`config.mk`:
```
export PLATFORM = sky130hd
export DESIGN_NAME = quad_timer
export DESIGN_NICKNAME = d
export VERILOG_FILES = /design/src/rtl/quad_timer.sv
export SDC_FILE = /design/constraint.sdc
export NUM_CORES = 1
export LEC_CHECK = 0
export BUFFER_PORTS_ARGS = -buffer_cell sky130_fd_sc_hd__buf_2
export CORE_UTILIZATION = 55
export DETAILED_ROUTE_END_ITERATION = 8
export GPL_TIMING_DRIVEN = 0
export PLACE_DENSITY = 0.83
export SLEW_MARGIN = 40
export SYNTH_ARGS = -nofsm -noshare
export SYNTH_HDL_FRONTEND = slang
export SYNTH_SLANG_ARGS = --single-unit
```
`constraint.sdc`:
```
create_clock -name clk -period 6.9 [get_ports clk]
set_input_delay 0.69 -clock clk [delete_from_list [all_inputs] [get_ports clk]]
set_output_delay 0.69 -clock clk [all_outputs]
set_load 0.01 [all_outputs]
```
`src/rtl/quad_timer.sv`:
```
`timescale 1ns/1ps
module quad_timer #(
  parameter int CW = 16
) (
  input  logic          clk,
  input  logic          rst_n,
  input  logic          wr_en,
  input  logic [3:0]    wr_addr,
  input  logic [CW-1:0] wr_data,
  input  logic [3:0]    rd_addr,
  output logic [CW-1:0] rd_data,
  input  logic [3:0]    ch_pin,
  output logic [3:0]    ch_out,
  output logic [3:0]    ch_flag,
  output logic          ovf_flag,
  output logic          pa_ovf_flag,
  output logic          pa_evt_flag
);
  logic [6:0]    ctrl;
  logic [11:0]   mode;
  logic [CW-1:0] cnt, pacc;
  logic [CW-1:0] chv [4];
  logic [6:0]    presc;
  logic [3:0]    s1, s2, s3;

  wire       run     = ctrl[0];
  wire [2:0] sel     = ctrl[3:1];
  wire       pa_en   = ctrl[4];
  wire       pa_gate = ctrl[5];
  wire       pa_pol  = ctrl[6];

  wire [6:0]    mask   = 7'((8'd1 << sel) - 8'd1);
  wire          tick   = run && ((presc & mask) == mask);
  wire          tick64 = run && (presc[5:0] == 6'h3f);
  wire [CW-1:0] nxt    = cnt + 1'b1;
  wire [3:0]    rise   = s2 & ~s3;
  wire [3:0]    fall   = ~s2 & s3;

  wire we_ctrl = wr_en && wr_addr == 4'd0;
  wire we_mode = wr_en && wr_addr == 4'd1;
  wire we_cnt  = wr_en && wr_addr == 4'd2;
  wire we_flag = wr_en && wr_addr == 4'd3;
  wire we_pacc = wr_en && wr_addr == 4'd4;
  wire [6:0] clr = we_flag ? wr_data[6:0] : 7'd0;

  wire pa_inc  = pa_en && (pa_gate ? (tick64 && (s2[3] == pa_pol))
                                   : (pa_pol ? rise[3] : fall[3]));
  wire pa_done = pa_en && (pa_gate ? (pa_pol ? fall[3] : rise[3]) : pa_inc);

  logic [3:0] cap_hit, cmp_hit;
  always_comb begin
    for (int i = 0; i < 4; i++) begin
      logic live;
      logic [1:0] f;
      live = !(i == 3 && pa_en);
      f = mode[4+2*i +: 2];
      cap_hit[i] = live && !mode[i] && ((f[0] && rise[i]) || (f[1] && fall[i]));
      cmp_hit[i] = live && mode[i] && tick && !we_cnt && (chv[i] == nxt);
    end
  end

  always_ff @(posedge clk) begin
    if (!rst_n) begin
      s1 <= '0; s2 <= '0; s3 <= '0;
    end else begin
      s1 <= ch_pin; s2 <= s1; s3 <= s2;
    end
  end

  always_ff @(posedge clk) begin
    if (!rst_n) begin
      ctrl <= '0; mode <= '0; presc <= '0; cnt <= '0; pacc <= '0;
      ovf_flag <= 1'b0; pa_ovf_flag <= 1'b0; pa_evt_flag <= 1'b0;
    end else begin
      if (we_ctrl) ctrl <= wr_data[6:0];
      if (we_mode) mode <= wr_data[11:0];
      presc <= run ? presc + 7'd1 : 7'd0;
      if (we_cnt) cnt <= wr_data;
      else if (tick) cnt <= nxt;
      if (we_pacc) pacc <= wr_data;
      else if (pa_inc) pacc <= pacc + 1'b1;
      ovf_flag    <= (ovf_flag & ~clr[4]) | (tick && !we_cnt && &cnt);
      pa_ovf_flag <= (pa_ovf_flag & ~clr[5]) | (pa_inc && !we_pacc && &pacc);
      pa_evt_flag <= (pa_evt_flag & ~clr[6]) | pa_done;
    end
  end

  always_ff @(posedge clk) begin
    if (!rst_n) begin
      ch_out <= '0; ch_flag <= '0;
      for (int i = 0; i < 4; i++) chv[i] <= '0;
    end else begin
      ch_flag <= (ch_flag & ~clr[3:0]) | cap_hit | cmp_hit;
      for (int i = 0; i < 4; i++) begin
        if (wr_en && wr_addr == 4'(8 + i)) chv[i] <= wr_data;
        if (cap_hit[i]) chv[i] <= cnt;
        if (cmp_hit[i])
          case (mode[4+2*i +: 2])
            2'b01:   ch_out[i] <= ~ch_out[i];
            2'b10:   ch_out[i] <= 1'b0;
            2'b11:   ch_out[i] <= 1'b1;
            default: ch_out[i] <= ch_out[i];
          endcase
      end
    end
  end

  always_comb begin
    if (rd_addr[3]) rd_data = chv[rd_addr[1:0]];
    else
      case (rd_addr[2:0])
        3'd0:    rd_data = CW'(ctrl);
        3'd1:    rd_data = CW'(mode);
        3'd2:    rd_data = cnt;
        3'd3:    rd_data = CW'({pa_evt_flag, pa_ovf_flag, ovf_flag, ch_flag});
        3'd4:    rd_data = pacc;
        default: rd_data = '0;
      endcase
  end
endmodule

```
Word level (Yosys, flattened, before mapping)

Memory sizes are Yosys's and may differ from the RTL's.
Index checks and enable logic that the tools add are counted.
Widths: inputs -> output; s select.

Bits in registers: 81
Bits in latches: 0
Bits in writable memories: 64
ROM bits: 0
Input bits: 31
Output and inout bits: 27
Word-level logic and storage cells: 201
Memories kept: 1

Add/sub/neg operators: 4
Multipliers: 0
Div/mod/pow operators: 0
$lt $le $gt $ge: 0
Eq/ne operators: 31
Shifts and indexed selects: 1
Multiplexer cells: 48
Bitwise gates (word level): 30
Reductions and logical operators: 70

Memory list:

| name | depth | width | read ports | clocked after memory_dff | wr ports | RTL line | source |
|---|---|---|---|---|---|---|---|
| chv  | 4     | 16    | 5          | 0                        | 4        | 22       | `logic [CW-1:0] chv [4];` |

Operator list:

| cell                  | number |
|---|---|
| $mux 16               | 13 |
| $pmux 16 s5           | 1 |
| $eq 16x16->1          | 4 |
| $logic_and 1x1->1     | 44 |
| $add 16x1->16 const B | 2 |
| $reduce_and 16->1     | 2 |
| $mux 1                | 29 |
| $eq 2x2->1 const B    | 8 |
| $eq 4x4->1 const B    | 4 |
| $and 4x4->4           | 3 |
| $not 4->4             | 3 |
| $pmux 1 s3            | 4 |
| $reduce_bool 3->1     | 4 |
| $or 1x1->1            | 11 |
| $reduce_and 2->1      | 5 |
| $eq 2x1->1 const B    | 4 |
| $eq 4x2->1 const B    | 2 |
| $or 4x4->4            | 2 |
| $add 7x1->7 const B   | 1 |
| $and 7x7->7           | 1 |
| $eq 7x7->1            | 1 |
| $logic_not 1->1       | 7 |
| $mux 7                | 1 |
| $not 1->1             | 7 |
| 14 further kinds      | 21 |

Longest topological paths before layout

Gate-level depths: netlist (run 1).

Depth after elaboration: 9
Mapped depth: 12
Depth with buffers taken out: 10

Least setup slack after synthesis (run 1)

Ideal clock, no wire load.

Path kind: reg-to-reg
From: register cnt[0]
To: register ch_out[2]
Setup time: 74 ps
Arrival: 2931 ps
Required time: 6826 ps
Slack: 3895 ps
Stages on the path, launching flop included: 11
Period minus slack after synthesis: 3005 ps
Cells stage by stage: dfxtp_1 -> ha_1 -> buf_2 -> and3_1 -> buf_4 -> nand3_4 -> a311o_1 -> a2111o_1 -> or4_4 -> or4_1 -> a31oi_1

Longest elaborated chain between the ends: 4

Ends and longest elaborated chain:

| item                           | RTL line | source |
|---|---|---|
| start: declaration             | 21       | `logic [CW-1:0] cnt, pacc;` |
| start signal: assignment       | 78       | `if (we_cnt) cnt <= wr_data;` |
| start signal: assignment       | 79       | `else if (tick) cnt <= nxt;` |
| $add 16x1->16                  | 35       | `wire [CW-1:0] nxt = cnt + 1'b1;` |
| $eq 16x16->1                   | 58       | `cmp_hit[i] = live && mode[i] && tick && !we_cnt && (chv[i] == nxt);` |
| $logic_and 1x1->1              | 58       |  |
| $reduce_and 2->1 (no line)     | --       |  |
| end signal: indexed assignment | 99       | `2'b01: ch_out[i] <= ~ch_out[i];` |
| end signal: indexed assignment | 102      | `default: ch_out[i] <= ch_out[i];` |
| end: declaration               | 13       | `output logic [3:0] ch_out,` |

No other way between the ends.
A chain may end at the register's enable or synchronous reset.

Final worst setup path (run 1)

From: register cnt[0]
To: register ch_out[0]

The elaborated chain is that of the path after synthesis.

==> flow_summary.json, run 1 <==
{
  "status": "completed",
  "clock-sinks": 145,
  "cp_slowest_cell": "a2111oi_0",
  "synth_top_family_by_area": "simple AND/OR/NAND/NOR gates",
  "relSlewSlack": 0.355,
  "grt_pass1_vias": 8630,
  "grt_usage": 0.401,
  "drc": 0,
  "fin_hold_ws_ps": 432,
  "core_area_sq_mm": 0.0165,
  "cp-start-kind": "flop",
  "num_vias": 9247,
  "synth_compound_area_frac": 0.174,
  "flow.area_growth_from_synthesis_pct": 13.7,
  "grt_max_degree": 17,
  "place_congestion": 0.991,
  "maxSlewViolCount": 0,
  "detail_route.first_pass.iterations": 7,
  "arrival_ps": 4320,
  "totalWireLength_mm": 34.6,
  "yosys_warnings": 0,
  "start_util": 0.561,
  "grt_setup_unrepaired": "no",
  "synth_flop_cell": "dfxtp_1",
  "synth.distinct_cells": 70,
  "total_power_mw": 2.19,
  "postRouteAntennaNets": 0,
  "cts_resized": 0,
  "p_per_area_mw_per_mm2": 208,
  "synth_xor_area_frac": 0.102,
  "syn_area_sq_mm": 0.00927,
  "placed_cell_area_sq_mm": 0.00987,
  "critPathMaxFanout": 10,
  "cts-root-buf": "clkbuf_16",
  "cp-end-kind": "flop",
  "vias_per_cell": 6.98,
  "finalCriticalPeriod_ps": 3960,
  "numCtsBuffers": 17,
  "ys_seq_area_frac": 0.382,
  "clock_skew_ps": 12.1,
  "grt_overflow": 0,
  "maxCapViolCount": 0,
  "synthSimpleGateAreaFrac": 0.228,
  "crit_path_max_incr_delay_ps": 790,
  "cp_data_required_time_ps": 7260,
  "hp-class": "reg -> reg",
  "rows": 47,
  "syn-num-nets": 1057,
  "dr.first_iter.drc_count": 1330,
  "antenna_cells": 0,
  "grt_pass1_wl_mm": 51.3,
  "synth_most_common_cell": "nand2_1",
  "ctsHoldBuffers": 0,
  "hold_violations": 0,
  "die_x_microns": 132,
  "dieArea_sq_mm": 0.0174,
  "setup_viol": 0,
  "synth_enable_flop_cells": 64,
  "antenna_found_initial": 0,
  "ir_drop_mv": 0.179,
  "synthArstFlopShare": 0,
  "syn_inst": 1022,
  "path_clk_slew_ps": 60,
  "synth_mux_area_frac": 0.0622,
  "post_cts_buffers": 0,
  "min_period_over_period": 0.574,
  "finalNetCount": 1126,
  "fp.dieH_microns": 132,
  "fin_tns_setup_ps": 0,
  "crit_type": "reg -> reg",
  "ios": 58,
  "dp_hpwl_mm": 25.3,
  "crit_chain": "ha_1, buf_2, and3_1, buf_4, clkbuf_1, a21oi_1, a2111oi_0, nand4_1, nor4_1, nand3_1, o211ai_1",
  "synth.area.top_cells": "edfxtp_1 (21%), dfxtp_1 (17%), xnor2_1 (5.1%)",
  "clk_latency_ps": 440,
  "synth_common_cells": "nand2_1 (109), dfxtp_1 (81), nand3_1 (77)",
  "io_buffers": 47,
  "synth_top_area_frac": 0.207,
  "final_area_sq_mm": 0.0105,
  "max_freq_mhz": 252,
  "syn_area_per_cell_sq_um": 9.07,
  "wl_per_cell_microns": 26.2,
  "htree_levels": 4,
  "cts_tree": "yes",
  "clk_path_buf_depth": 2,
  "synth_area_leader_cell": "edfxtp_1",
  "worstMarginPinSlew_ps": 959,
  "synth_adder_area_share": 0.00540,
  "drive_gt1_frac": 0.128,
  "synth_seq_cells": 145,
  "power_leakage_nw": 3.75,
  "postLayoutCoreUtil": 0.638
}
## power breakdown
group          leakage, nW  switching [mW]  internal, mW
Combinational         2.14           0.134        0.0776
Sequential            1.31          0.0287         0.922
Clock                0.299           0.386         0.642
Total                 3.75           0.548          1.64
## kinds of logic after synthesis
| family | count (synthesis) |
|---|---|
| fa+ha+maj | 4 |
| flops | 145 |
| mux | 37 |
| simple gates | 407 |
| buf+inv | 105 |
| compound gates | 233 |
| xor+xnor | 91 |
## state kept, by name, indices dropped and copies added, names as in the netlist
| register | flops |
|---|---|
| ch_flag | 4 |
| ch_out | 4 |
| chv | 64 |
| cnt | 16 |
| ctrl | 7 |
| mode | 12 |
| ovf_flag | 1 |
| pa_evt_flag | 1 |
| pa_ovf_flag | 1 |
| pacc | 16 |
| presc | 7 |
| s1 | 4 |
| s2 | 4 |
| s3 | 4 |
## placed cells by master (no fill, tap or decap), types with 8 or more instances in the layout
cell / netlist / final
mux2i_1: 16 / 16
inv_1: 19 / 19
clkbuf_16: 0 / 17
and3_1: 12 / 12
o2111ai_1: 8 / 8
a22o_1: 37 / 37
clkbuf_1: 69 / 71
mux4_2: 16 / 16
buf_2: 7 / 56
edfxtp_1: 64 / 64
nand2_1: 109 / 109
o22ai_1: 8 / 8
or3_1: 12 / 11
o21ai_0: 52 / 51
nand2b_1: 11 / 11
nand3_1: 77 / 77
xnor2_1: 54 / 54
dfxtp_1: 81 / 81
and2_1: 21 / 21
a21oi_1: 35 / 35
a211oi_1: 30 / 30
nand3b_1: 10 / 10
a22oi_1: 19 / 19
nor2_1: 73 / 73
xor2_1: 26 / 26
xnor3_1: 10 / 10
nand4_1: 14 / 14
## cell type report
class	count	area, sq um
Sequential cell	145	3540
Clock buffer	19	433
Fill cell	1330	5980
Inverter	20	75.1
Multi-Input combinational cell	772	5400
Clock inverter	13	211
Buffer	85	347
Tap cell	220	275
Timing Repair Buffer	50	259
## worst paths after layout
| kind | start | to | slack [ps] | cells past startpoint |
|---|---|---|---|---|
| setup reg to reg | cnt[0] | ch_out[0] | 2940 | 11 |
| setup / recovery | cnt[0] | ch_out[0] | 2940 | 11 |
| hold / removal | s1[0] | s2[0] | 430 | 1 |
| hold reg to reg | s1[0] | s2[0] | 430 | 1 |
## worst max-delay path, delay by kind of cell, from the launching register on
family / cells / cell delay, ps
AND/OR/NAND/NOR: 4 / 1250
AO/OA/AOI/OAI: 3 / 1090
buffers and inverters: 3 / 860
flip-flops: 1 / 480
adder cells (fa/ha/maj): 1 / 200
## layer usage
metal | track usage | part of all wire | vias up
met1 | 0.494 | 0.35 | 4296
met2 | 0.603 | 0.44 | 812
met4 | 0.288 | 0.074 | 0
met3 | 0.118 | 0.14 | 210
met5 | 0 | 0 | -
li1 | - | - | 3929
## stage by stage
| step | worst slack [ps] | instances |
|---|---|---|
| 5_1_grt | 2870 | 1324 |
| 3_3_place_gp | 2460 | 1289 |
| 4_1_cts | 2980 | 1324 |
| 3_5_place_dp | 3020 | 1292 |
| 2_1_floorplan | 3890 | 1022 |
| 6_report | 2940 | 1324 |
Note: power is estimated with default switching activity, not from simulation.
==> run 2, diff against run 1 <==
--- a/config.mk
+++ b/config.mk
@@ -9,7 +9,7 @@
 export CORE_UTILIZATION = 55
 export DETAILED_ROUTE_END_ITERATION = 8
 export GPL_TIMING_DRIVEN = 0
-export PLACE_DENSITY = 0.83
+export PLACE_DENSITY = 0.86
 export SLEW_MARGIN = 40
 export SYNTH_ARGS = -nofsm -noshare
 export SYNTH_HDL_FRONTEND = slang
==> constraint.sdc (replaced) <==
create_clock -name clk -period 3.35 [get_ports clk]
set_input_delay 0.335 -clock clk [delete_from_list [all_inputs] [get_ports clk]]
set_output_delay 0.335 -clock clk [all_outputs]
set_load 0.01 [all_outputs]
==> flow_summary.json, run 2 (same netlist as run 1, synthesis figures left out) <==
{
  "status": "completed",
  "postRouteAntennaNets": 0,
  "cp_data_required_time_ps": 3710,
  "cp_slowest_cell": "or4_4",
  "grt_usage": 0.408,
  "core_area_sq_mm": 0.0165,
  "clk_latency_ps": 440,
  "dpl_worst_slack_ps": -563,
  "cp-end-kind": "flop",
  "clk_path_buf_depth": 2,
  "p_int_mw": 3.24,
  "grt_overflow": 0,
  "fin_ws_ps": 45.6,
  "finalCriticalPeriod_ps": 3300,
  "relSlewSlack": 0.342,
  "cts_tree": "yes",
  "htree_levels": 4,
  "largest_register_ffs": 64,
  "p_seq_frac": 0.450,
  "crit_path_max_incr_delay_ps": 570,
  "rows": 47,
  "maxCapViolCount": 0,
  "grt_pass1_vias": 8809,
  "finalNetCount": 1124,
  "power_switching_share": 0.255,
  "setup_viol": 0,
  "fill_cells": 1302,
  "cts-root-buf": "clkbuf_16",
  "rrSetupSlack_ps": 50,
  "postLayoutCoreUtil": 0.641,
  "dieArea_sq_mm": 0.0174,
  "drive_gt1_frac": 0.135,
  "crit_type": "reg -> reg",
  "totalWireLength_mm": 35.0,
  "hp-class": "in -> reg",
  "io_buffers": 47,
  "dp_hpwl_mm": 25.5,
  "drc": 0,
  "place_congestion": 1.02,
  "num_vias": 9360,
  "p_per_area_mw_per_mm2": 410,
  "grt_setup_unrepaired": "yes",
  "clock_skew_ps": 9.02,
  "dr.first_iter.drc_count": 1610,
  "antenna_found_initial": 1,
  "max_freq_mhz": 303,
  "final_cell_mix": "nand2_1 (109), dfxtp_1 (80), nand3_1 (77)",
  "arrival_ps": 3670,
  "critPathMaxFanout": 7,
  "clock-sinks": 145,
  "layout_commonest_cell": "nand2_1",
  "numCtsBuffers": 17,
  "largestRegisters": "chv: 64 flops, cnt: 16 flops, pacc: 16 flops",
  "ir_drop_mv": 0.468,
  "die_x_microns": 132,
  "start_util": 0.561,
  "cp-start-kind": "flop",
  "antenna_cells": 0,
  "detail_route.first_pass.iterations": 8,
  "grt_pass1_wl_mm": 52.4,
  "path_clk_slew_ps": 60,
  "ios": 58,
  "power.share.combinational": 0.103,
  "hold_violations": 0,
  "power_leakage_nw": 3.83,
  "vias_per_cell": 7.08,
  "ctsHoldBuffers": 0,
  "grt_max_degree": 17,
  "largest_register": "chv",
  "worstMarginPinSlew_ps": 978,
  "crit_chain": "ha_1, clkbuf_4, and3_1, buf_4, nand3_4, a311o_1, a2111o_1, or4_4, or4_1, a31oi_1",
  "flow.area_growth_from_synthesis_pct": 14.3,
  "fp.dieH_microns": 132,
  "min_period_over_period": 0.986,
  "power_switching_mw": 1.11,
  "power_frac_clock": 0.447,
  "maxSlewViolCount": 0,
  "wl_per_cell_microns": 26.5
}
-- run 2: routing by layer --
| metal | GRT usage | vias up | share of wire | routed length, microns |
|---|---|---|---|---|
| met5 | 0 | - | 0.00031 | 11 |
| met4 | 0.258 | 2 | 0.077 | 2680 |
| met3 | 0.114 | 226 | 0.14 | 5020 |
| met2 | 0.633 | 864 | 0.44 | 15500 |
| met1 | 0.502 | 4338 | 0.34 | 11800 |
| li1 | - | 3930 | - | - |
-- run 2: final timing paths --
check                           cells past startpoint   endpoint  startpoint
worst max register to register                     10  ch_out[2]      cnt[0]
worst max-delay path                               10  ch_out[2]      cnt[0]
worst min-delay path                                2      s1[1]   ch_pin[1]
worst min register to register                      1      s2[0]       s1[0]
-- run 2: area by class of cell --
| class | count | area (sq um) | share of cell area |
|---|---|---|---|
| buffer | 83 | 349 | 0.0329 |
| clock buffer | 23 | 489 | 0.0462 |
| tap | 220 | 275 | 0.0260 |
| multi-input combinational | 772 | 5490 | 0.519 |
| clock inverter | 9 | 100 | 0.00945 |
| inverter | 20 | 75.1 | 0.00709 |
| sequential | 145 | 3550 | 0.335 |
| timing repair buffer | 50 | 265 | 0.0250 |
-- run 2: power by group through the flow --
stage	Clock [mW]	Sequential, mW	Combinational (mW)
floorplan	0	1.97	0.261
global placement	0	1.99	0.403
detailed placement	0	1.99	0.416
CTS	1.92	1.95	0.424
global route	2.00	1.96	0.461
finish	1.94	1.96	0.448
-- run 2: through the flow --
step | cell area (sq um) | TNS (ps) | hold WS, ps | power [mW] | cells
4_1_cts | 10500 | -41.9 | 99.4 | 4.30 | 1323
2_1_floorplan | 9270 | 0 | 412 | 2.23 | 1022
3_3_place_gp | 9780 | -7790 | 414 | 2.39 | 1289
5_1_grt | 10600 | -22.3 | 104 | 4.42 | 1322
3_5_place_dp | 9850 | -5800 | 428 | 2.41 | 1291
6_report | 10600 | 0 | 100 | 4.35 | 1322
-- run 2: timing repair --
item / 4_1_cts / 5_1_grt
gates resized for setup: 17 / 10
pin swaps: 0 / 4
setup endpoints to repair: 17 / 7
buffers inserted: 0 / 1
-- run 2: worst max-delay path: cells and delay by family, from the launching register on --
family | cells | cell delay (ps)
and+or+nand+nor | 4 | 1380
AOI/OAI and AO/OA | 3 | 920
DFF | 1 | 390
buffers and inverters | 2 | 370
adders and majority gates | 1 | 170
==> run 3, diff against run 2 <==
--- a/config.mk
+++ b/config.mk
@@ -5,6 +5,7 @@
 export SDC_FILE = /design/constraint.sdc
 export NUM_CORES = 1
 export LEC_CHECK = 0
+export ABC_AREA = 1
 export BUFFER_PORTS_ARGS = -buffer_cell sky130_fd_sc_hd__buf_2
 export CORE_UTILIZATION = 55
 export DETAILED_ROUTE_END_ITERATION = 8
==> flow_summary.json, run 3 <==
{
  "post_cts_buffers": 0,
  "dieArea_sq_mm": 0.0171,
  "maxCapViolCount": 0,
  "synth.distinct_cells": 46,
  "start_util": 0.569,
  "clk_path_buf_depth": 2,
  "synth_seq_cells": 145,
  "grt_setup_unrepaired": "no",
  "htree_levels": 4,
  "clk_latency_ps": 440,
  "worstMarginPinSlew_ps": 895,
  "cp_data_required_time_ps": 3010,
  "ir_drop_mv": 0.346,
  "detail_route.first_pass.iterations": 7,
  "yosys_warnings": 0,
  "max_freq_mhz": 320,
  "layout_commonest_cell": "nand2_1",
  "maxSlewViolCount": 0,
  "grt_max_degree": 17,
  "status": "completed",
  "die_x_microns": 131,
  "synth_enable_flop_cells": 64,
  "largest_register": "chv",
  "numCtsBuffers": 17,
  "synth_common_cells": "nand2_1 (376), inv_1 (158), nand3_1 (128)",
  "finalNetCount": 1442,
  "largestRegisters": "chv: 64 flops, cnt: 16 flops, pacc: 16 flops",
  "cts-root-buf": "clkbuf_16",
  "p_seq_frac": 0.461,
  "final_cell_mix": "nand2_1 (374), inv_1 (158), nand3_1 (128)",
  "antenna_cells": 0,
  "postRouteAntennaNets": 0,
  "dp_hpwl_mm": 24.3,
  "hp-start": "ch_pin[1]",
  "rows": 46,
  "fin_tns_setup_ps": 0,
  "p_int_mw": 3.07,
  "drive_gt1_frac": 0.115,
  "power_switching_share": 0.275,
  "p_per_area_mw_per_mm2": 411,
  "ios": 58,
  "grt_usage": 0.397,
  "r2r-start": "ctrl[2]",
  "dpl_worst_slack_ps": 266,
  "crit_type": "in -> out",
  "finalCriticalPeriod_ps": 3130,
  "grt_pass1_vias": 8976,
  "drc": 0,
  "io_buffers": 57,
  "antenna_found_initial": 1,
  "setup_viol": 0,
  "fin_ws_ps": 225,
  "fp.dieH_microns": 131,
  "ctsHoldBuffers": 0,
  "cp-start-kind": "input port",
  "cts_tree": "yes",
  "synth_flop_cell": "dfxtp_1",
  "synth.area.top_cells": "edfxtp_1 (21%), dfxtp_1 (18%), nand2_1 (15%)",
  "arrival_ps": 2790,
  "totalWireLength_mm": 32.8,
  "cts_resized": 0,
  "clock-sinks": 145,
  "path_clk_slew_ps": 60,
  "wl_per_cell_microns": 20.1,
  "synthArstFlopShare": 0,
  "power_frac_clock": 0.439,
  "synth_most_common_cell": "nand2_1",
  "critPathMaxFanout": 10,
  "relSlewSlack": 0.401,
  "hold_violations": 0,
  "flow.area_growth_from_synthesis_pct": 12.7,
  "ys_seq_area_frac": 0.388,
  "power_switching_mw": 1.17,
  "crit_start": "rd_addr[1]",
  "power.share.combinational": 0.100,
  "synth_top_area_frac": 0.210,
  "power_leakage_nw": 4.14,
  "core_area_sq_mm": 0.0161,
  "syn_area_per_cell_sq_um": 6.88,
  "cp-end-kind": "output pin",
  "dr.first_iter.drc_count": 1533,
  "vias_per_cell": 6.12,
  "synth_area_leader_cell": "edfxtp_1",
  "min_period_over_period": 0.933,
  "syn-num-nets": 1363,
  "grt_overflow": 0,
  "num_vias": 10000,
  "place_congestion": 1.02,
  "total_power_mw": 4.23,
  "grt_pass1_wl_mm": 49.3,
  "hp-class": "in -> reg",
  "clock_skew_ps": 10.7,
  "syn_area_sq_mm": 0.00914,
  "largest_register_ffs": 64,
  "syn_inst": 1328
}
-- run 3: cell count changes after synthesis, sizes merged, moves of 35 or more --
cell	change
a22o	-37
xnor2	-50
nand2	+281
o21ai	+65
inv	+148
nor2	+39
nand3	+53
o22ai	+48
clkbuf	-35
-- run 3: area by class of cell --
type                       instances  area [sq um]
clock buffer                      19           475
sequential                       145          3540
tap                              216           270
buffer                            53           235
fill                            1404          5750
inverter                         170           638
multi-input combinational        960          4740
timing repair buffer              60           303
clock inverter                    13          98.8
-- run 3: power groups by stage --
stage                     Clock [mW]  Combinational, mW  Sequential, mW
after detailed placement           0              0.401            1.99
after global placement             0              0.392            1.99
after floorplan                    0              0.242            1.97
after CTS                       1.85              0.403            1.95
final                           1.86              0.422            1.95
after global routing            1.91              0.451            1.96
-- run 3: routing by layer --
| layer | routed length (microns) | GRT usage | up-vias |
|---|---|---|---|
| li1 | - | - | 4602 |
| met1 | 12100 | 0.511 | 4510 |
| met2 | 14400 | 0.605 | 765 |
| met3 | 4790 | 0.114 | 132 |
| met4 | 1490 | 0.212 | 2 |
| met5 | 13 | 0 | - |
-- run 3: worst paths after layout --
path / to / slack (ps) / depth (start not counted)
max: rd_data[11] / 220 / 8
min: s1[1] / 80 / 3
max reg2reg: ch_out[0] / 540 / 18
min reg2reg: s2[1] / 420 / 2
-- run 3: metrics by stage --
| step | cell area (sq um) | instances | util | hold slack [ps] |
|---|---|---|---|---|
| after floorplan | 9140 | 1328 | - | 390 |
| after global placement | 9700 | 1601 | 0.604 | 393 |
| after detailed placement | 9720 | 1604 | 0.605 | 399 |
| after CTS | 10300 | 1636 | 0.641 | 76.3 |
| after global routing | 10300 | 1636 | 0.642 | 82.5 |
| final | 10300 | 1636 | 0.642 | 83.6 |
-- run 3: kinds of logic (layout without fill, tap and decap cells) --
family	Yosys count	count (layout)	synth area share
simple gates	664	664	0.320
compound gates	274	274	0.172
flops	145	145	0.388
xor+xnor	18	18	0.0197
buf+inv	223	315	0.0955
fa+ha+maj	4	4	0.00547
-- run 3: critical path, stage by stage --
cell and delay, ps:
buf_2 90, inv_1 40, nor2_1 670, clkinv_1 700, o22ai_1 280, o21ai_0 250, o21ai_0 220, buf_2 180
